File: config.mk
export PLATFORM = sky130hd
export DESIGN_NAME = twalk_assist
export DESIGN_NICKNAME = d
export VERILOG_FILES = /design/src/rtl/twa_pkg.sv /design/src/rtl/twa_idx_ctr.sv /design/src/rtl/twa_rd_mux.sv /design/src/rtl/twalk_assist.sv
export SDC_FILE = /design/constraint.sdc
export NUM_CORES = 1
export LEC_CHECK = 0
export BUFFER_PORTS_ARGS = -buffer_cell sky130_fd_sc_hd__clkbuf_2
export CELL_PAD_IN_SITES_DETAIL_PLACEMENT = 1
export CELL_PAD_IN_SITES_GLOBAL_PLACEMENT = 2
export CORE_ASPECT_RATIO = 1.75
export CORE_MARGIN = 8
export CORE_UTILIZATION = 26
export DETAILED_ROUTE_END_ITERATION = 6
export PLACE_DENSITY_LB_ADDON = 0.1
export SLEW_MARGIN = 20
export SYNTH_ARGS = -nofsm -noshare
export SYNTH_HDL_FRONTEND = slang
export SYNTH_SLANG_ARGS = --single-unit
File: constraint.sdc
create_clock -name clk -period 1.7 [get_ports clk]
set_input_delay 0.34 -clock clk [delete_from_list [all_inputs] [get_ports clk]]
set_output_delay 0.34 -clock clk [all_outputs]
set_load 0.02 [all_outputs]
File: src/rtl/twa_pkg.sv
package twa_pkg;
  localparam int XLEN       = 32;
  localparam int PAGE_LSB   = 12;
  localparam int PAGE_W     = XLEN - PAGE_LSB;
  localparam int ASID_W     = 4;
  localparam int ATTR_W     = 9;
  localparam int EVALID_BIT = 9;
  localparam int IDX_LSB    = 8;
  localparam int CTRL_HI_W  = 8;
  localparam int RESV_BIT   = 27;
  localparam logic [XLEN-1:0] CTRL_RST = 32'h0400_0000;

  typedef enum logic [2:0] {
    SEL_CTRL  = 3'd0,
    SEL_EPN   = 3'd1,
    SEL_TBASE = 3'd2,
    SEL_SEG   = 3'd3,
    SEL_RPN   = 3'd4
  } sel_e;

  // first-level entry address: base | (upper ten page bits << 2)
  function automatic logic [XLEN-1:0] l1_entry(input logic [PAGE_W-1:0] base,
                                               input logic [PAGE_W-1:0] page);
    return {base, page[PAGE_W-1 -: 10], 2'b00};
  endfunction

  // second-level entry address: base | (lower ten page bits << 2)
  function automatic logic [XLEN-1:0] l2_entry(input logic [PAGE_W-1:0] base,
                                               input logic [PAGE_W-1:0] page);
    return {base, {PAGE_LSB{1'b0}}} | {{PAGE_W{1'b0}}, page[9:0], 2'b00};
  endfunction
endpackage

File: src/rtl/twa_idx_ctr.sv
module twa_idx_ctr #(
  parameter int IDX_W = 5,
  parameter int RSV_N = 4
) (
  input  logic             clk,
  input  logic             rst_n,
  input  logic             load,
  input  logic [IDX_W-1:0] load_val,
  input  logic             step,
  input  logic             reserve,
  output logic [IDX_W-1:0] idx
);
  localparam logic [IDX_W-1:0] FLOOR = IDX_W'(RSV_N);

  function automatic logic [IDX_W-1:0] idx_after(input logic [IDX_W-1:0] cur,
                                                 input logic resv);
    logic [IDX_W-1:0] n;
    n = cur + 1'b1;
    if (resv && n < FLOOR) n = FLOOR;
    return n;
  endfunction

  always_ff @(posedge clk) begin
    if (!rst_n)     idx <= '0;
    else if (load)  idx <= load_val;
    else if (step)  idx <= idx_after(idx, reserve);
  end
endmodule

File: src/rtl/twa_rd_mux.sv
module twa_rd_mux
  import twa_pkg::*;
#(
  parameter int IDX_W = 5
) (
  input  logic [2:0]           sel,
  input  logic [CTRL_HI_W-1:0] ctrl_hi,
  input  logic [IDX_W-1:0]     idx,
  input  logic [PAGE_W-1:0]    page,
  input  logic                 evalid,
  input  logic [ASID_W-1:0]    asid,
  input  logic [PAGE_W-1:0]    l1_base,
  input  logic [PAGE_W-1:0]    l2_base,
  input  logic [XLEN-1:0]      rpn,
  output logic [XLEN-1:0]      rdata
);
  logic [XLEN-1:0] ctrl_word, epn_word;

  always_comb begin
    ctrl_word = {ctrl_hi, {(XLEN-CTRL_HI_W){1'b0}}} | (XLEN'(idx) << IDX_LSB);
    epn_word  = {page, {PAGE_LSB{1'b0}}} | (XLEN'(evalid) << EVALID_BIT) | XLEN'(asid);
    case (sel)
      SEL_CTRL:  rdata = ctrl_word;
      SEL_EPN:   rdata = epn_word;
      SEL_TBASE: rdata = l1_entry(l1_base, page);
      SEL_SEG:   rdata = l2_entry(l2_base, page);
      SEL_RPN:   rdata = rpn;
      default:   rdata = '0;
    endcase
  end
endmodule

File: src/rtl/twalk_assist.sv
module twalk_assist
  import twa_pkg::*;
#(
  parameter int IDX_W = 5,
  parameter int RSV_N = 4
) (
  input  logic              clk,
  input  logic              rst_n,
  input  logic              sr_wr,
  input  logic [2:0]        sr_sel,
  input  logic [31:0]       sr_wdata,
  output logic [31:0]       sr_rdata,
  input  logic              miss_valid,
  input  logic [31:0]       miss_ea,
  output logic              tlbw_valid,
  output logic [IDX_W-1:0]  tlbw_index,
  output logic [31:0]       tlbw_rpn,
  output logic [19:0]       tlbw_page,
  output logic [3:0]        tlbw_asid,
  output logic              tlbw_evalid,
  output logic [8:0]        tlbw_attr
);
  // decoded write events, named for the checker
  logic wr_ctrl, wr_epn, wr_tb, wr_seg, commit;
  assign wr_ctrl = sr_wr && (sr_sel == SEL_CTRL);
  assign wr_epn  = sr_wr && (sr_sel == SEL_EPN);
  assign wr_tb   = sr_wr && (sr_sel == SEL_TBASE);
  assign wr_seg  = sr_wr && (sr_sel == SEL_SEG);
  assign commit  = sr_wr && (sr_sel == SEL_RPN);

  logic [CTRL_HI_W-1:0] ctrl_hi;
  logic [PAGE_W-1:0]    page, l1_base, l2_base;
  logic                 evalid;
  logic [ASID_W-1:0]    asid;
  logic [ATTR_W-1:0]    seg_attr;
  logic [XLEN-1:0]      rpn_q;
  logic [IDX_W-1:0]     idx_cur;
  logic                 resv;

  assign resv = ctrl_hi[RESV_BIT-(XLEN-CTRL_HI_W)];

  always_ff @(posedge clk) begin
    if (!rst_n) begin
      ctrl_hi  <= CTRL_RST[XLEN-1 -: CTRL_HI_W];
      page     <= '0;
      evalid   <= 1'b0;
      asid     <= '0;
      l1_base  <= '0;
      l2_base  <= '0;
      seg_attr <= '0;
      rpn_q    <= '0;
    end else begin
      if (wr_ctrl) ctrl_hi <= sr_wdata[XLEN-1 -: CTRL_HI_W];
      if (wr_epn) begin
        page   <= sr_wdata[XLEN-1:PAGE_LSB];
        evalid <= sr_wdata[EVALID_BIT];
        asid   <= sr_wdata[ASID_W-1:0];
      end else if (miss_valid) begin
        page   <= miss_ea[XLEN-1:PAGE_LSB];
      end
      if (wr_tb) l1_base <= sr_wdata[XLEN-1:PAGE_LSB];
      if (wr_seg) begin
        l2_base  <= sr_wdata[XLEN-1:PAGE_LSB];
        seg_attr <= sr_wdata[ATTR_W-1:0];
      end
      if (commit) rpn_q <= sr_wdata;
    end
  end

  // entry request, registered: one cycle after the commit write
  always_ff @(posedge clk) begin
    if (!rst_n) begin
      tlbw_valid  <= 1'b0;
      tlbw_index  <= '0;
      tlbw_rpn    <= '0;
      tlbw_page   <= '0;
      tlbw_asid   <= '0;
      tlbw_evalid <= 1'b0;
      tlbw_attr   <= '0;
    end else begin
      tlbw_valid <= commit;
      if (commit) begin
        tlbw_index  <= idx_cur;
        tlbw_rpn    <= sr_wdata;
        tlbw_page   <= page;
        tlbw_asid   <= asid;
        tlbw_evalid <= evalid;
        tlbw_attr   <= seg_attr;
      end
    end
  end

  twa_idx_ctr #(.IDX_W(IDX_W), .RSV_N(RSV_N)) u_idx (
    .clk      (clk),
    .rst_n    (rst_n),
    .load     (wr_ctrl),
    .load_val (sr_wdata[IDX_LSB +: IDX_W]),
    .step     (commit),
    .reserve  (resv),
    .idx      (idx_cur)
  );

  twa_rd_mux #(.IDX_W(IDX_W)) u_rd (
    .sel     (sr_sel),
    .ctrl_hi (ctrl_hi),
    .idx     (idx_cur),
    .page    (page),
    .evalid  (evalid),
    .asid    (asid),
    .l1_base (l1_base),
    .l2_base (l2_base),
    .rpn     (rpn_q),
    .rdata   (sr_rdata)
  );
endmodule

After elaboration in Yosys (flattened, before gate mapping)
Index checks and enable logic that the tools add are counted.
{ "word_totals": {"output_inout_bits": 104, "reg_bits": 159, "wordCells": 40, "inputBits": 71} }
{ "classes": {"n_lt_le_gt_ge": 1, "muxes": 6, "eq_ne": 4, "reduce_logical": 9, "add_sub_neg": 1, "n_bitwise": 4} }
{ "ops": {"columns": ["op", "count"], "rows": [
  ["$pmux 32 s5", 1],
  ["$mux 20", 2],
  ["$or 32x10->32", 1],
  ["$or 32x12->32", 1],
  ["$or 32x13->32", 1],
  ["$or 32x4->32", 1],
  ["$mux 5", 3],
  ["$eq 3x2->1 const B", 2],
  ["$logic_and 1x1->1", 6],
  ["$add 5x1->5 const B", 1],
  ["$lt 5x3->1 const B", 1],
  ["$reduce_bool 2->1", 2],
  ["$eq 3x1->1 const B", 1],
  ["$eq 3x3->1 const B", 1],
  ["$logic_not 3->1", 1]
]} }

Logic depth before layout (Yosys ltp)
{ "logic_depth": {"depth_word": 6, "ltp_mapped": 7, "mapped_depth_nobuf": 5} }

Modules after synthesis
From an unflattened synthesis, not the netlist that was laid out.
{ "hier_totals": {"hier_cells": 822, "area_unflattened_um2": 7205.7} }
{ "by_module_without_submodules": {"columns": ["mod", "area_per_inst_um2", "cells_per_inst", "seq_area_each_um2", "instances"], "rows": [
  ["twalk_assist", 5719.2, 649, 3083.0, 1],
  ["twa_rd_mux", 1127.3, 129, 0.0, 1],
  ["twa_idx_ctr", 359.1, 44, 100.1, 1]
]} }

Least setup slack after synthesis
Ideal clock, no wire load.
{ "synth_timing": {"path_type": "input-to-output", "from": "in sr_sel[2]", "to": "out sr_rdata[25]", "cell_stages": 6, "path_buffers": 2, "path_slack_ps": -127, "t_required_ps": 1360, "arrival_time_ps": 1487, "path_cell_list": "buf_4 -> inv_1 -> nor2_2 -> buf_2 -> a22oi_1 -> o22ai_1"} }
{ "synth_via": {"elab_chain_len": 2, "elab_cells_between_ends": 6, "cone_classes": "4 x eq/ne; 1 x mux; 1 x reduce/logical"} }
{ "synth_rtl": {"columns": ["element", "line_no", "text"], "rows": [
  ["start: declaration", "twalk_assist.sv:10", "input logic [2:0] sr_sel,"],
  ["$eq 3x3->1, or another cell as far along", "twa_rd_mux.sv:22", "case (sel)"],
  ["$pmux 32 s5 *", "twa_rd_mux.sv:22", null],
  ["end: declaration", "twalk_assist.sv:12", "output logic [31:0] sr_rdata,"]
]} }
Mark *: on every way between the ends. The rest lies on a longest branch, timed or not.

Worst setup path in the final report
{ "layout_timing": {"from": "reg page[7]", "to": "out sr_rdata[9]"} }
{ "layout_via": {"elab_chain_len": 2} }
{ "layout_rtl": {"columns": ["element", "line_no", "text"], "rows": [
  ["start: declaration", "twalk_assist.sv:32", "logic [PAGE_W-1:0] page, l1_base, l2_base;"],
  ["start signal: assignment", "twalk_assist.sv:55", "page <= sr_wdata[XLEN-1:PAGE_LSB];"],
  ["start signal: assignment", "twalk_assist.sv:59", "page <= miss_ea[XLEN-1:PAGE_LSB];"],
  ["$or 32x12->32", "twa_pkg.sv:30", "return {base, {PAGE_LSB{1'b0}}} | {{PAGE_W{1'b0}}, page[9:0], 2'b00};"],
  ["$pmux 32 s5", "twa_rd_mux.sv:22", null]
]} }
Every way passes these cells.

==> results <==
- The wire length after detailed routing is roughly 30000 um.
- At the end of routability-driven placement, the weighted congestion stood at 0.7794.
- The core region is between 20000 and 30000 sq um.
- Before CTS, the worst setup slack after placement is -0.3455 ns.
- The critical path launch point type is a flip-flop.
- Buffers placed on the I/O ports in this run total about 160.
- The slack of the critical path is -0.1218 ns.
- The worst clock skew is 0.007114 ns.
- Of all nets on the critical path, the largest fanout is 4.
- The average size of a mapped cell is about 8.1 sq um.
- The half-perimeter wire length after detailed placement is roughly 23000 um.
- The core occupancy in the finished layout is 38.21%.
- The initial DRC count is 280.
- After layout, the design draws a total of 0.009172 W.
- The checks that failed: negative setup slack.
- Across the VDD grid, the largest voltage drop is between 0.6 and 0.7 mV.
- The final standard cell count with taps included and fillers excluded is 1374.
- The startpoint identified for the worst register-to-register timing path is u_idx.idx[0].
- The period utilization is 107.2%.
- Once placement finished, the instance area stood at approximately 8700 sq um.
- The cell area that synthesis handed to floorplanning was ~7000 sq um.
- In this run the core area contains 78 standard-cell rows.
- The number of nets in the final layout is about 1100.
- The fill cell instance count of the final layout is around 3100.
- The register-to-register path setup slack is ~0.10 ns.
- The number of pins with negative max-slew slack in the final report came to 0.
- The cell chosen for the clock root is sky130_fd_sc_hd__clkbuf_16.
- After layout, the minimum clock period comes to ~1.8 ns.
- At the pin with the least slew margin, the transition time is about 0.36 ns.
- The slowest cell on the critical path is sky130_fd_sc_hd__dfxtp_2.
- The average wire per cell in the routed design is around 22 um.
- The remaining number of nets flagged by the antenna check after routing is 0.
- Synthesis produced a netlist with a net count of 918.
- The Yosys step of the flow raised 0 warnings.
- Yosys attributes the largest share of cell area to sky130_fd_sc_hd__dfxtp_1, sky130_fd_sc_hd__nand2_1, sky130_fd_sc_hd__a21oi_1.
- The worst pin sits at a relative slew slack of 76.26%.
- Of the synthesized area, sequential elements account for around 46%.
- The number of enable-type register cells in the synthesized netlist is 0.
- The clock sink total is around 160.
- Global routing finished with a remaining overflow of 0.
- The die is 230.7 um tall.
- In this run the number of H-tree levels came out at 4.
- The number of antenna violations at the first check in global routing was 0.
- Setup violations remaining at the end of the flow were counted as 15.
- Setup repair after global routing could not meet its margin everywhere.
- The largest incremental delay on the critical path is about 0.35 ns.
- With fillers left out, the area of the finished cells amounts to approximately 9900 sq um.
- The start point of the worst hold path is sr_wdata[6].
- The initial core utilization is between 20% and 30%.
- The repair_antennas step left the layout with diodes totalling 0.
- Data on the critical path is required at its endpoint by 1.36 ns.
- The total power divided by cell area is 924.7 nW/um^2.
- The routed via count divided by cell count is roughly 4.9.
- The insertion delay to the later sink of the worst-skew pair is approximately 0.45 ns.
- TritonCTS built the clock tree.
- The count of maximum capacitance violations is 0.
- The first-pass iteration count of the detailed router is 4.
- For this run, design rule violations remaining after detail routing come to 0.
- The launch point of the critical path is page[7].
- Entering global routing, the biggest net connects 47 pins.
- The routed layout has 6790 vias.
- The critical path goes through mux2_2, a22oi_2, o22ai_2, clkbuf_8.
- The most frequently used flop master after synthesis is sky130_fd_sc_hd__dfxtp_1.
- The area added between synthesis and finish is 44.86%.
- The tightest min-delay check is of the input port to flip-flop type.
- 175 I/O pins were placed.
- The number of different library cells in the post-synthesis netlist is 39.
- The number of buffers on the longest clock path is 2.
- The library cell with the largest summed area after synthesis is sky130_fd_sc_hd__dfxtp_1.
- The fraction of registers with async set or reset after synthesis is 0%.
- The number of placed instances with taps included is 1337.
- The first global-routing pass estimated approximately 46000 um of wire.
- The floorplan die width is about 140 um.
- The fmax is roughly 550 MHz.
- The die covers about 32000 sq um.
- The layout cell share with drive strength beyond 1 is between 30% and 40%.
- Clock tree synthesis inserted a total of 17 buffers.
- The type of the worst setup path is flip-flop to output pin.
- The via count of the first global-routing pass is approximately 7300.
- STA puts the critical path data arrival time at between 1 and 1.5 ns.
- The clock slew seen by the registers of the worst setup and hold paths is 0.07 ns.
- The synthesis-stage register bit count is between 150 and 200.
- The flow ran to the end, but the final reports show violations.
- Synthesis produced a netlist whose cell count is ~850.
- The cts-stage hold buffer count is 0.
- Of the post-synthesis cell area, the dominant cell type holds 46.49%.
- The static power due to leakage is around 3.9 nW.
- The number of endpoints with negative hold slack in the final report is 0.
- STA classifies the critical path endpoint as an output pin.
- In the global route stage, overall resource usage came out at a little under a fifth.
[what timing repair did]
action,CTS,global route
gates cloned,0,1
endpoints found under the setup margin,32,30
resized for setup,128,46
pin swaps,24,16
setup buffers,3,1
[cells by family after synthesis]
logic type,count (synthesis),synth area share (%)
compound gates,230,19.77
xor+xnor,1,0.1279
fa+ha+maj,1,0.1827
buf+inv,72,5.482
flops,159,46.49
mux,57,8.516
simple gates,326,19.43
[worst max-delay path, delay by kind of cell, from the launching register on]
kind / cells / cell delay (ns)
mux: 1 / 0.28
compound gates: 2 / 0.24
buf+inv: 1 / 0.16
flops: 1 / 0.35
[through the flow]
stage / setup TNS, ns / hold WS [ns]
final: -0.9274 / 0.1253
after global routing: -2.214 / 0.1215
after CTS: -1.690 / 0.1007
after detailed placement: -20.45 / 0.4463
after global placement: -18.24 / 0.4417
after floorplan: -1.265 / 0.4118
[final timing paths]
kind                                     end  cells after the start
worst max-delay path             sr_rdata[9]                      4
worst min-delay path             tlbw_rpn[6]                      3
worst max register to register  u_idx.idx[1]                      6
worst min register to register  tlbw_page[3]                      2
[area by class of cell]
class | instances | area, sq um | area share (%)
tap | 320 | 400.4 | 4.037
multi-input combinational | 615 | 3608 | 36.38
clock inverter | 8 | 127.6 | 1.287
sequential | 159 | 3237 | 32.64
inverter | 2 | 10.01 | 0.1009
clock buffer | 24 | 501.7 | 5.059
timing repair buffer | 246 | 2033 | 20.50
[cell usage in the layout, fill, tap and decap left out, drive strengths merged]
master    Yosys  layout
o31ai         1       1
clkinvlp      0       2
inv           2       2
mux2i        47      47
nor2         36      36
a22oi        35      35
nor2b         3       3
nand3b        2       2
a21oi       135     135
and3b         1       1
mux2         10      10
clkinv        0       3
a2111oi       1       1
and3          1       1
nor3          3       3
dfxtp       159     159
nand3         9       9
nand2       264     264
nor3b         2       2
or2b          1       1
o22ai        24      24
o2111a        1       1
o21ai        11      11
xnor2         1       1
and4bb        1       1
or3b          2       2
a211oi       20      20
buf          46     101
a221oi        1       1
ha            1       1
a31oi         1       1
bufinv        0       3
clkbuf       24     169
nand4bb       1       1
[routing by layer]
metal	GRT usage [%]	vias up	routed length [um]
met2	37.01	121	17030
li1	-	3296	-
met4	6.584	0	452
met5	0	-	0
met1	19.69	3353	11950
met3	3.864	20	914
[power by group]
group	switching [W]	total, W	internal [W]
clock network	0.00167	0.00418	0.00251
logic	0.000617	0.00108	0.000461
registers	0.0000990	0.00392	0.00382
total	0.00238	0.00917	0.00679
[Yosys cell counts, types with 2 or more instances]
library cell / n
sky130_fd_sc_hd__mux2_2: 10
sky130_fd_sc_hd__a211oi_1: 20
sky130_fd_sc_hd__buf_1: 5
sky130_fd_sc_hd__a21oi_1: 135
sky130_fd_sc_hd__nor2_2: 2
sky130_fd_sc_hd__buf_4: 9
sky130_fd_sc_hd__dfxtp_1: 159
sky130_fd_sc_hd__clkbuf_1: 24
sky130_fd_sc_hd__nor3_1: 3
sky130_fd_sc_hd__nor2_1: 33
sky130_fd_sc_hd__nand3_1: 9
sky130_fd_sc_hd__buf_2: 27
sky130_fd_sc_hd__nand2_1: 264
sky130_fd_sc_hd__buf_6: 5
sky130_fd_sc_hd__inv_1: 2
sky130_fd_sc_hd__mux2i_1: 47
sky130_fd_sc_hd__nor2b_1: 2
sky130_fd_sc_hd__o22ai_1: 24
sky130_fd_sc_hd__a22oi_1: 35
sky130_fd_sc_hd__nand3b_1: 2
sky130_fd_sc_hd__o21ai_0: 11
[sequential cells by signal (all words and copies together) (netlist names)]
register and count:
asid 4, ctrl_hi 8, evalid 1, l1_base 20, l2_base 20, page 20, seg_attr 9, tlbw_asid 4
tlbw_attr 9, tlbw_evalid 1, tlbw_index 5, tlbw_page 20, tlbw_rpn 32, tlbw_valid 1, u_idx.idx 5
Power figures use the tool's default switching activity.
